`config.mk`:
```
export PLATFORM = sky130hd
export DESIGN_NAME = serial_byte_rx
export DESIGN_NICKNAME = d
export VERILOG_FILES = /design/src/rtl/sbr_pkg.sv /design/src/rtl/sbr_rst_sync.sv /design/src/rtl/sbr_sync.sv /design/src/rtl/sbr_baud_cnt.sv /design/src/rtl/serial_byte_rx.sv
export SDC_FILE = /design/constraint.sdc
export NUM_CORES = 1
export LEC_CHECK = 0
export ABC_AREA = 1
export CORE_ASPECT_RATIO = 0.9
export CORE_UTILIZATION = 55
export CTS_CLUSTER_SIZE = 20
export DETAILED_ROUTE_END_ITERATION = 10
export PLACE_DENSITY = 0.77
export REMOVE_ABC_BUFFERS = 1
export SYNTH_ARGS = -nofsm -noshare
export SYNTH_HDL_FRONTEND = slang
export SYNTH_SLANG_ARGS = --single-unit
```
`constraint.sdc`:
```
create_clock -name clk -period 1.35 [get_ports clk]
set_input_delay 0.2025 -clock clk [delete_from_list [all_inputs] [get_ports clk]]
set_output_delay 0.2025 -clock clk [all_outputs]
set_load 0.05 [all_outputs]
```
`src/rtl/sbr_pkg.sv`:
```
package sbr_pkg;
  typedef enum logic [2:0] {
    ST_IDLE,
    ST_START,
    ST_HALF,
    ST_COUNT,
    ST_SHIFT,
    ST_DONE,
    ST_STOP
  } sbr_state_e;
endpackage

```
`src/rtl/sbr_rst_sync.sv`:
```
module sbr_rst_sync (
  input  logic clk,
  input  logic rst_n_in,
  output logic rst_n_out
);
  logic [1:0] stage;

  // Assert at once, release two edges later.
  always_ff @(posedge clk or negedge rst_n_in) begin
    if (!rst_n_in) stage <= 2'b00;
    else           stage <= {stage[0], 1'b1};
  end

  assign rst_n_out = stage[1];
endmodule

```
`src/rtl/sbr_sync.sv`:
```
module sbr_sync #(
  parameter logic RESET_VAL = 1'b1
) (
  input  logic clk,
  input  logic rst_n,
  input  logic din,
  output logic dout
);
  logic meta_q, sync_q;

  always_ff @(posedge clk or negedge rst_n) begin
    if (!rst_n) begin
      meta_q <= RESET_VAL;
      sync_q <= RESET_VAL;
    end else begin
      meta_q <= din;
      sync_q <= meta_q;
    end
  end

  assign dout = sync_q;
endmodule

```
`src/rtl/sbr_baud_cnt.sv`:
```
module sbr_baud_cnt #(
  parameter int CLK_DIV = 16,
  localparam int CNT_W = $clog2(CLK_DIV + 1)
) (
  input  logic             clk,
  input  logic             rst_n,
  input  logic             clr,
  output logic [CNT_W-1:0] cnt
);
  logic [CNT_W-1:0] cnt_d;

  always_comb begin
    if (clr) cnt_d = '0;
    else     cnt_d = cnt + CNT_W'(1);
  end

  always_ff @(posedge clk or negedge rst_n) begin
    if (!rst_n) cnt <= '0;
    else        cnt <= cnt_d;
  end

  // the counter never runs past one bit period
  p_cnt_bound_r4: assert property (@(posedge clk) disable iff (!rst_n)
    cnt <= CNT_W'(CLK_DIV - 1));
endmodule

```
`src/rtl/serial_byte_rx.sv`:
```
module serial_byte_rx #(
  parameter int CLK_DIV   = 16,
  parameter int DATA_BITS = 8
) (
  input  logic                 clk,
  input  logic                 rst_n,
  input  logic                 rx_line,
  output logic [DATA_BITS-1:0] rx_data,
  output logic                 rx_valid,
  output logic                 rx_ferr
);
  import sbr_pkg::*;

  localparam int CNT_W   = $clog2(CLK_DIV + 1);
  localparam int BIT_W   = (DATA_BITS > 1) ? $clog2(DATA_BITS) : 1;
  localparam int HALF    = CLK_DIV / 2;
  localparam logic [CNT_W-1:0] HALF_END = CNT_W'(HALF - 1);
  localparam logic [CNT_W-1:0] FULL_END = CNT_W'(CLK_DIV - 2);
  localparam logic [BIT_W-1:0] LAST_BIT = BIT_W'(DATA_BITS - 1);

  logic                 rst_n_s;
  logic                 rx_s;
  logic [CNT_W-1:0]     cnt;
  logic                 cnt_clr;
  sbr_state_e           state, state_d;
  logic [BIT_W-1:0]     bit_cnt, bit_cnt_d;
  logic [DATA_BITS-1:0] shreg, shreg_d;
  logic [DATA_BITS-1:0] data_d;
  logic                 valid_d, ferr_d;

  sbr_rst_sync u_rst (.clk(clk), .rst_n_in(rst_n), .rst_n_out(rst_n_s));

  sbr_sync #(.RESET_VAL(1'b1)) u_sync (
    .clk(clk), .rst_n(rst_n_s), .din(rx_line), .dout(rx_s));

  sbr_baud_cnt #(.CLK_DIV(CLK_DIV)) u_cnt (
    .clk(clk), .rst_n(rst_n_s), .clr(cnt_clr), .cnt(cnt));

  // Counter restarts on every state change and rests in idle.
  assign cnt_clr = (state_d != state) || (state == ST_IDLE);

  always_comb begin
    state_d = state;
    case (state)
      ST_IDLE:  if (!rx_s) state_d = ST_START;
      ST_START: state_d = ST_HALF;
      ST_HALF:  if (cnt == HALF_END) state_d = rx_s ? ST_IDLE : ST_COUNT;
      ST_COUNT: if (cnt == FULL_END) state_d = ST_SHIFT;
      ST_SHIFT: state_d = (bit_cnt == LAST_BIT) ? ST_DONE : ST_COUNT;
      ST_DONE:  if (cnt == FULL_END) state_d = ST_STOP;
      ST_STOP:  state_d = ST_IDLE;
      default:  state_d = ST_IDLE;
    endcase
  end

  always_comb begin
    bit_cnt_d = bit_cnt;
    shreg_d   = shreg;
    data_d    = rx_data;
    valid_d   = 1'b0;
    ferr_d    = 1'b0;
    case (state)
      ST_START: bit_cnt_d = '0;
      ST_SHIFT: begin
        shreg_d   = {rx_s, shreg[DATA_BITS-1:1]};
        bit_cnt_d = bit_cnt + BIT_W'(1);
      end
      ST_STOP: begin
        if (rx_s) begin
          data_d  = shreg;
          valid_d = 1'b1;
        end else begin
          ferr_d  = 1'b1;
        end
      end
      default: ;
    endcase
  end

  always_ff @(posedge clk or negedge rst_n_s) begin
    if (!rst_n_s) begin
      state    <= ST_IDLE;
      bit_cnt  <= '0;
      shreg    <= '0;
      rx_data  <= '0;
      rx_valid <= 1'b0;
      rx_ferr  <= 1'b0;
    end else begin
      state    <= state_d;
      bit_cnt  <= bit_cnt_d;
      shreg    <= shreg_d;
      rx_data  <= data_d;
      rx_valid <= valid_d;
      rx_ferr  <= ferr_d;
    end
  end

  // strobes last a single cycle and never coincide
  p_valid_pulse_r8: assert property (@(posedge clk) disable iff (!rst_n_s)
    rx_valid |=> !rx_valid);
  p_ferr_pulse_r8: assert property (@(posedge clk) disable iff (!rst_n_s)
    rx_ferr |=> !rx_ferr);
  p_strobe_excl_r8: assert property (@(posedge clk) disable iff (!rst_n_s)
    rx_valid |-> !rx_ferr);
  // a valid strobe only follows the stop-bit check
  p_valid_after_stop_r5: assert property (@(posedge clk) disable iff (!rst_n_s)
    rx_valid |-> $past(state) == ST_STOP);
  // a framing error leaves the output byte untouched
  p_ferr_keeps_data_r7: assert property (@(posedge clk) disable iff (!rst_n_s)
    rx_ferr |-> rx_data == $past(rx_data));
  // line high at the half-bit check abandons the frame
  p_glitch_idle_r6: assert property (@(posedge clk) disable iff (!rst_n_s)
    (state == ST_HALF && cnt == HALF_END && rx_s) |=> state == ST_IDLE);
  // the last data bit leads to the stop-bit wait
  p_last_bit_r3: assert property (@(posedge clk) disable iff (!rst_n_s)
    (state == ST_SHIFT && bit_cnt == LAST_BIT) |=> state == ST_DONE);
endmodule

```
== Word level (Yosys, flattened, before mapping) ==
Cells that the tools add are included.
Word-level totals
  register bits: 33
  bits of input ports: 3
  output and inout bits: 10
  word-level logic and storage cells: 39
Operators by class
  add/subtract/negate cells: 2
  eq/ne operators: 10
  muxes and demuxes: 13
  reduce and logical (&&, ||, !) cells: 4
Operators by type and width (number)
  $pmux W3 S6: 1
  $mux W3: 5
  $eq A3 B3 Y1 const B: 4
  $eq A3 B2 Y1 const B: 2
  $pmux W3 S2: 1
  $add A5 B1 Y5 const B: 1
  $eq A5 B3 Y1 const B: 1
  $eq A5 B4 Y1 const B: 1
  $mux W5: 1
  $mux W1: 4
  $add A3 B1 Y3 const B: 1
  $eq A3 B1 Y1 const B: 1
  $logic_not A3 Y1: 1
  $ne A3 B3 Y1: 1
  $mux W2: 1
  $reduce_and A2 Y1: 1
  $reduce_bool A2 Y1: 1
  $logic_or A1 B1 Y1: 1

== Longest topological paths before layout ==
Gate-level depths: netlist of the first run.
  depth in word-level cells: 6
  gate-level depth with buffers: 11
  mapped depth without buffers: 11

== Modules after synthesis ==
From an unflattened synthesis of the first run, not the netlist that was laid out.
Unflattened totals
  cells, all modules: 154
  area total of the unflattened synthesis: 1468.9 um2
By module, submodules not included
  serial_byte_rx: instances 1, cells each 125, area each 1152.4 um2, sequential area each 600.6 um2
  sbr_baud_cnt: instances 1, cells each 24, area each 210.2 um2, sequential area each 125.1 um2
  sbr_rst_sync: instances 1, cells each 3, area each 53.8 um2, sequential area each 50.0 um2
  sbr_sync: instances 1, cells each 2, area each 52.6 um2, sequential area each 52.6 um2

== Least setup slack after synthesis of the first run ==
OpenSTA, ideal clock, no wires.
  kind: reg2reg
  start: register bit_cnt[0]
  end: register u_cnt.cnt[2]
  setup time: 121 ps
  arrival time: 1270 ps
  required time: 1229 ps
  path slack: -41 ps
  stages on the path, launching flop included: 11
  period minus slack after synthesis: 1391 ps
  cell sequence: dfrtp_1 -> ha_1 -> ha_1 -> inv_1 -> nand3_1 -> nand2_1 -> clkinv_1 -> nand4_1 -> nand2_1 -> nand3_4 -> nor2_2
Between the ends
  longest elaborated chain between the ends: 6
Ends and longest elaborated chain
  start: declaration: RTL line serial_byte_rx.sv:26  | logic [BIT_W-1:0] bit_cnt, bit_cnt_d;
  start signal: assignment: RTL line serial_byte_rx.sv:90  | bit_cnt <= bit_cnt_d;
  $eq A3 B3 Y1: RTL line serial_byte_rx.sv:49  | ST_SHIFT: state_d = (bit_cnt == LAST_BIT) ? ST_DONE : ST_COUNT;
  $mux W3: RTL line serial_byte_rx.sv:49
  $pmux W3 S6: RTL line serial_byte_rx.sv:44  | case (state)
  $ne A3 B3 Y1: RTL line serial_byte_rx.sv:40  | assign cnt_clr = (state_d != state) || (state == ST_IDLE);
  $logic_or A1 B1 Y1: RTL line serial_byte_rx.sv:40
  $mux W5: RTL line sbr_baud_cnt.sv:13  | if (clr) cnt_d = '0;
  net u_cnt.cnt_d[2]: RTL line sbr_baud_cnt.sv:10  | logic [CNT_W-1:0] cnt_d;
  end signal: assignment: RTL line sbr_baud_cnt.sv:19  | else cnt <= cnt_d;
  end: declaration: RTL line sbr_baud_cnt.sv:8  | output logic [CNT_W-1:0] cnt
The timed path passes the listed nets, and every way through them passes these cells.
A chain may end at the register's enable or synchronous reset.

== Worst setup path after layout of the first run ==
  start: register u_cnt.cnt[0]
  end: register u_cnt.cnt[2]
Between the ends
  longest elaborated chain between the ends: 6
  elaborated cells between the ends (all ways): 10
  those cells by class: 1 x add/sub; 3 x eq/ne; 5 x mux; 1 x reduce/logical
Ends and longest elaborated chain
  $eq A5 B4 Y1 or $eq A5 B3 Y1 (tied branches): RTL line serial_byte_rx.sv:48, serial_byte_rx.sv:50, serial_byte_rx.sv:47
  $mux W3 (on tied branches): RTL line serial_byte_rx.sv:50, serial_byte_rx.sv:47, serial_byte_rx.sv:48
  $pmux W3 S6 (*): RTL line serial_byte_rx.sv:44
  net state_d[0]: RTL line serial_byte_rx.sv:25  | sbr_state_e state, state_d;
  $ne A3 B3 Y1 (*): RTL line serial_byte_rx.sv:40
  $logic_or A1 B1 Y1 (*): RTL line serial_byte_rx.sv:40
  $mux W5 (*): RTL line sbr_baud_cnt.sv:13
  net u_cnt.cnt_d[2]: RTL line sbr_baud_cnt.sv:10
Mark *: on every way through the listed nets, which the timed path passes. The rest lies on a longest branch.

==> impl_metrics.py, run 1 <==
metrics = {
    "run_status": {
        "status": "finished, violations left",
        "failed_checks": "negative setup slack",
    },
    "detailed_routing": {
        "via_count": 1137,
        "drt.antenna.violating_nets": 0,
        "initialDrtViolationCount": 53,
        "routed_via_density": 5.34,
        "drc": 0,
        "drtPass1Iterations": 4,
        "wirelength_mm": 2.85,
        "wire_per_inst_um": 13.4,
    },
    "clocking": {
        "cts_root_buffer": "clkbuf_4",
        "cts_tree": "yes",
        "path_clk_slew_ps": 100,
        "numCtsBuffers": 5,
        "htree_levels": 2,
        "clk_latency_ps": 340,
        "cts.sinks": 33,
        "clock_path_buffers": 2,
    },
    "placed_design": {
        "place_hpwl_mm": 1.87,
        "dp.cells": 198,
        "dp_slack_ps": -155,
        "gp_congestion": 0.875,
        "port_buffers": 12,
    },
    "layout": {
        "fin_util": 0.791,
        "diodes": 0,
        "finalNonFillerCells": 213,
        "area_growth_syn_to_layout_pct": 33.5,
        "drive_gt1_frac": 0.449,
        "layout.nets": 191,
    },
    "synth": {
        "synth_top_cell_area_share": 0.526,
        "synth_area_per_cell_sq_um": 9.63,
        "muxShareOfSynthArea": 0,
        "synth_xor_area_frac": 0.0178,
        "syn_inst": 153,
        "ys_seq_elements": 33,
        "ys_warn_count": 0,
        "synth_top_family_by_area": "simple AND/OR/NAND/NOR gates",
        "yosys.area.top_type": "dfrtp_1",
        "synthSimpleGateAreaFrac": 0.221,
        "ys_seq_area_frac": 0.562,
        "synth_area_leaders": "dfrtp_1, nand2_1, o21ai_2, nand3_1, dfstp_2",
        "synth_compound_area_frac": 0.0925,
        "synthAdderAreaFrac": 0.0340,
        "synthDistinctLibCells": 27,
        "syn_area_sq_mm": 0.00147,
    },
    "sta": {
        "worst_slack_ps": -119,
        "hold_viol": 0,
        "fmax_mhz": 681,
        "setup_viol": 6,
        "tns_ps": -574,
        "skew_ps": 7.03,
        "slew_violations": 0,
        "period_needed_ps": 1470,
        "rsz0062_at_grt": "yes",
        "fin_crit_sh": 1.09,
    },
    "setup_path": {
        "critPathMaxFanout": 5,
        "critical_path_required_ps": 1620,
        "rr_worst_depth": 10,
        "arrival_ps": 1740,
        "path_cells": "inv_1, ha_2, inv_2, nor2_4, nand2_2, nand3_2, nand3_2, nand2_2, nand3_4, nor2_2",
        "crit_path_end_kind": "flop",
        "timing.rr.end": "u_cnt.cnt[2]",
        "cp_slowest_cell": "dfrtp_1",
        "critPathMaxStageDelay_ps": 410,
        "start_kind": "flop",
        "rr_startpoint": "u_cnt.cnt[0]",
        "crit_type": "reg2reg",
        "ff2ff_setup_slack_ps": -120,
    },
    "hold_path": {
        "hold_class": "reg2async",
    },
    "global_routing": {
        "antenna_found_initial": 0,
        "track_usage": 0.222,
        "first_global_vias": 1086,
        "grt_pass1_wl_mm": 4.69,
        "grt_max_degree": 16,
        "grt-ovfl-total": 0,
    },
    "flow_run": {
        "drv_cap": 0,
    },
    "floorplan": {
        "die_h_um": 51.1,
        "coreArea_sq_mm": 0.00249,
        "start_util": 0.592,
        "dieWidth_um": 56.6,
        "dieArea_sq_mm": 0.00289,
        "rows": 17,
        "ios": 13,
    },
    "pwr": {
        "seqPwrFrac": 0.442,
        "p_comb_frac": 0.311,
        "p_int_mw": 1.68,
        "p_leak_nw": 0.926,
        "p_sw_frac": 0.349,
        "cellPowerDensity_mw_per_mm2": 1320,
        "power_switching_mw": 0.904,
        "p_clk_frac": 0.247,
        "irDropWorstVdd_mv": 1.05,
    },
}
[layout make-up]
| cell class | instances | area (sq um) |
|---|---|---|
| Tap cell | 28 | 35.0 |
| Fill cell | 154 | 520 |
| Inverter | 23 | 90.1 |
| Clock inverter | 1 | 5.00 |
| Sequential cell | 33 | 831 |
| Multi-Input combinational cell | 94 | 607 |
| Clock buffer | 7 | 65.1 |
| Timing Repair Buffer | 27 | 335 |
[power by group through the flow]
stage | clock network [mW] | logic (mW) | registers, mW
floorplan | 0 | 0.457 | 1.15
global placement | 0 | 0.587 | 1.15
detailed placement | 0 | 0.603 | 1.16
CTS | 0.663 | 0.683 | 1.14
global route | 0.687 | 0.873 | 1.15
finish | 0.641 | 0.804 | 1.14
[sequential cells by signal (all words and copies together) (netlist names)]
register       count
shreg              8
rx_ferr            1
u_rst.stage        2
u_sync.dout        1
u_cnt.cnt          5
u_sync.meta_q      1
state              3
rx_valid           1
bit_cnt            3
rx_data            8
[cell usage after synthesis, drive strengths merged]
cell type   n
conb        1
clkinv      2
nor2       12
ha          4
buf         3
o21ai      16
o211ai      1
a21oi       1
a22o        2
dfstp       2
xnor2       1
nand2      37
inv        21
xor2        2
dfrtp      31
nand4       1
nand3      15
nor3        1
[worst max-delay path by stage]
| stage | from | to | slack, ps | depth (start not counted) |
|---|---|---|---|---|
| after floorplan | bit_cnt[0] | u_cnt.cnt[2] | -40 | 10 |
| after global placement | bit_cnt[0] | u_cnt.cnt[2] | -120 | 10 |
| after detailed placement | bit_cnt[0] | u_cnt.cnt[2] | -150 | 10 |
| after CTS | bit_cnt[1] | u_cnt.cnt[2] | -110 | 10 |
| after global routing | u_cnt.cnt[0] | u_cnt.cnt[3] | -190 | 10 |
| final | u_cnt.cnt[0] | u_cnt.cnt[2] | -120 | 10 |
[worst max-delay path: cells and delay by family, from the launching register on]
family                     cells  cell delay [ps]
and+or+nand+nor                7              710
DFF                            1              410
adders and majority gates      1              170
buffers and inverters          2              110
[repair_timing]
item | CTS | global route
resized for setup | 11 | 14
endpoints found under the setup margin | 6 | 22
endpoints found under the hold margin | 2 | 0
buffers inserted | 3 | 4
pin swaps | 10 | 13
hold buffers | 1 | 0
[layout by cell type (no fill, tap or decap)]
| cell type | n |
|---|---|
| clkdlybuf4s50_1 | 2 |
| nor2_1 | 3 |
| dfrtp_1 | 29 |
| nor2_2 | 6 |
| clkinv_2 | 2 |
| clkbuf_4 | 5 |
| nand3_4 | 1 |
| clkbuf_8 | 2 |
| o21ai_2 | 7 |
| dfstp_2 | 2 |
| a22o_1 | 2 |
| nand3_2 | 6 |
| nand4_1 | 1 |
| inv_4 | 1 |
| nor2_4 | 3 |
| buf_12 | 10 |
| nand2_2 | 6 |
| xor2_1 | 2 |
| inv_2 | 11 |
| nand3_1 | 8 |
| ha_4 | 1 |
| conb_1 | 1 |
| o21ai_1 | 3 |
| buf_4 | 14 |
| inv_1 | 10 |
| nand2_1 | 31 |
| dlygate4sd3_1 | 1 |
| dfrtp_2 | 2 |
| o21ai_0 | 6 |
| xnor2_1 | 1 |
| nor3_2 | 1 |
| o211ai_1 | 1 |
| ha_2 | 3 |
| a21oi_1 | 1 |
[metal layers]
layer,vias up,track usage,wire length (um)
met1,553,0.290,1250
met3,6,0.0861,134
li1,542,-,-
met5,-,0,0
met4,0,0.106,63
met2,36,0.327,1410
[stage by stage]
step	total power, mW	instance area [sq um]	hold slack [ps]
finish	2.59	1970	151
global route	2.71	1970	190
CTS	2.49	1910	173
detailed placement	1.76	1770	166
global placement	1.74	1770	146
floorplan	1.61	1460	-93.1
[cells by family (layout without fill, tap and decap cells)]
kind of cell	after synthesis	count (layout)
AO/OA/AOI/OAI	20	20
adder cells (fa/ha/maj)	4	4
flip-flops	33	33
other	1	1
AND/OR/NAND/NOR	66	66
XOR/XNOR	3	3
buffers and inverters	26	58
Note: power is estimated with default switching activity, not from simulation.
==> inputs of run 2 (changes only) <==
Settings changed: CTS_CLUSTER_DIAMETER set to 100.
==> results of run 2 <==
Final layout, timing and power as in run 1 (identical DEF).
==> inputs of run 3 (changes only) <==
Settings changed: CORE_ASPECT_RATIO 0.9 to 1.25, CTS_CLUSTER_DIAMETER 100 to unset.
==> run 3 against run 2 <==
The flow still finishes with violations (negative setup slack). Cell count rose by 1.4%. Critical path depth did not move. Design area fell by 0.76%. Count of clock-buffer cells in the layout fell by 1. Sequential share of layout area rose by 0.32 points. Largest cell class unchanged. Via count fell by 3.9%. Die area barely moved. Clock skew rose by 6.5 ps. Largest power group unchanged. Core utilization fell by 0.25 points. Setup slack improved by 25 ps.
==> impl_metrics.py, run 3 (synthesis results as in run 1) <==
metrics = {
    "run_status": {
        "status": "finished, violations left",
        "failed_checks": "negative setup slack",
    },
    "clocking": {
        "cts_tree": "yes",
        "clock_path_buffers": 2,
        "postCtsHoldBufs": 0,
        "clk_latency_ps": 330,
        "cts.sinks": 33,
        "cts_root_buffer": "clkbuf_4",
        "path_clk_slew_ps": 90,
        "numCtsBuffers": 5,
        "htree_levels": 2,
    },
    "floorplan": {
        "start_util": 0.595,
        "die_h_um": 59.9,
        "ios": 13,
        "dieWidth_um": 48.3,
        "dieArea_sq_mm": 0.00289,
        "coreArea_sq_mm": 0.00248,
        "rows": 20,
    },
    "setup_path": {
        "start_kind": "flop",
        "arrival_ps": 1670,
        "cp_slowest_cell": "dfrtp_1",
        "crit_path_end_kind": "flop",
        "critPathMaxStageDelay_ps": 420,
        "critical_path_required_ps": 1570,
        "critPathMaxFanout": 5,
        "crit_type": "reg2reg",
        "path_cells": "ha_4, ha_4, inv_2, nand3_2, nand2_2, inv_4, nand4_1, nand2_2, nand3_4, nor2_2",
    },
    "global_routing": {
        "gr-usage-met2": 0.360,
        "grt_busiest_layer": "met2",
        "track_usage": 0.209,
        "grt_use_met1": 0.229,
        "antenna_found_initial": 0,
        "grt_util_met3": 0.0585,
        "grt_pass1_wl_mm": 4.33,
        "grt-ovfl-total": 0,
        "grt_max_degree": 32,
        "first_global_vias": 1025,
    },
    "sta": {
        "worst_slack_ps": -94.8,
        "rsz0062_at_grt": "yes",
        "fmax_mhz": 692,
        "fin_crit_sh": 1.07,
        "setup_viol": 5,
        "period_needed_ps": 1440,
        "skew_ps": 13.5,
        "tns_ps": -449,
        "hold_viol": 0,
        "slew_violations": 0,
    },
    "layout": {
        "mostFrequentLayoutCells": "nand2_1, dfrtp_1, inv_2, buf_4",
        "drive_gt1_frac": 0.432,
        "diodes": 0,
        "layout_commonest_cell": "nand2_1",
        "area_growth_syn_to_layout_pct": 32.5,
        "fin_util": 0.788,
        "fillerInstances": 146,
        "layout.nets": 189,
        "reg_top3": "rx_data: 8 flops, shreg: 8 flops, u_cnt.cnt: 5 flops",
    },
    "detailed_routing": {
        "drc": 0,
        "drt.antenna.violating_nets": 0,
        "drtPass1Iterations": 4,
        "wirelength_mm": 2.63,
        "wire_per_inst_um": 12.2,
        "initialDrtViolationCount": 30,
        "routed_via_density": 5.06,
        "via_count": 1093,
    },
    "placed_design": {
        "place_hpwl_mm": 1.84,
        "port_buffers": 12,
        "gp_congestion": 0.868,
    },
    "pwr": {
        "irDropWorstVdd_mv": 0.740,
        "cellPowerDensity_mw_per_mm2": 1220,
        "p_leak_nw": 0.915,
    },
    "hold_path": {
        "hold_class": "in2async",
    },
    "flow_run": {
        "drv_cap": 0,
    },
}
## run 3: cell count changes in the layout (fill, tap and decap cells not counted), sizes merged
cell | before | now
buf | 24 | 22
inv | 22 | 23
dlygate4sd3 | 1 | 0
## run 3: area by class of cell
| type | count | area, sq um | share of cell area |
|---|---|---|---|
| timing repair buffer | 25 | 319 | 0.163 |
| sequential | 33 | 831 | 0.425 |
| clock buffer | 6 | 41.3 | 0.0211 |
| clock inverter | 2 | 10.0 | 0.00512 |
| tap | 33 | 41.3 | 0.0211 |
| multi-input combinational | 94 | 619 | 0.317 |
| inverter | 23 | 91.3 | 0.0468 |
## run 3: metrics by stage
| step | total power [mW] | instances | instance area, sq um | hold WS (ps) | setup slack (ps) |
|---|---|---|---|---|---|
| finish | 2.39 | 216 | 1950 | 33.4 | -94.8 |
| global route | 2.53 | 216 | 1950 | 20.9 | -165 |
| CTS | 2.29 | 213 | 1870 | 18.0 | -128 |
| detailed placement | 1.74 | 202 | 1770 | 255 | -185 |
| global placement | 1.70 | 202 | 1770 | 260 | -105 |
| floorplan | 1.61 | 150 | 1460 | -93.1 | -41.6 |
## run 3: worst paths after layout
path,startpoint,to,slack [ps],depth (start not counted)
worst max-delay path,bit_cnt[1],u_cnt.cnt[3],-90,10
worst max register to register,bit_cnt[1],u_cnt.cnt[3],-90,10
worst min register to register,u_rst.stage[1],shreg[6],240,1
min in group clk,rx_line,u_sync.meta_q,280,1
worst min-delay path,rst_n,u_rst.stage[0],30,1
max in group asynchronous,u_rst.stage[1],u_sync.meta_q,800,1
## run 3: metal layers
| metal | part of all wire | vias up |
|---|---|---|
| met3 | 0.035 | 6 |
| li1 | - | 539 |
| met5 | 0 | - |
| met2 | 0.52 | 24 |
| met4 | 0.023 | 0 |
| met1 | 0.42 | 524 |
## run 3: critical path: cells and delay by family, from the launching register on
| family | cells | cell delay, ps |
|---|---|---|
| flops | 1 | 420 |
| fa+ha+maj | 2 | 330 |
| buf+inv | 2 | 80 |
| simple gates | 6 | 500 |
## run 3: power by group
group	internal (mW)	total (mW)	switching (mW)
registers	1.05	1.14	0.0820
logic	0.289	0.755	0.466
clock network	0.198	0.497	0.300
## run 3: what timing repair did
action                     CTS  global route
pin swaps                    8             8
setup endpoints to repair    5            16
buffers inserted             3             4
gates resized for setup     10            18
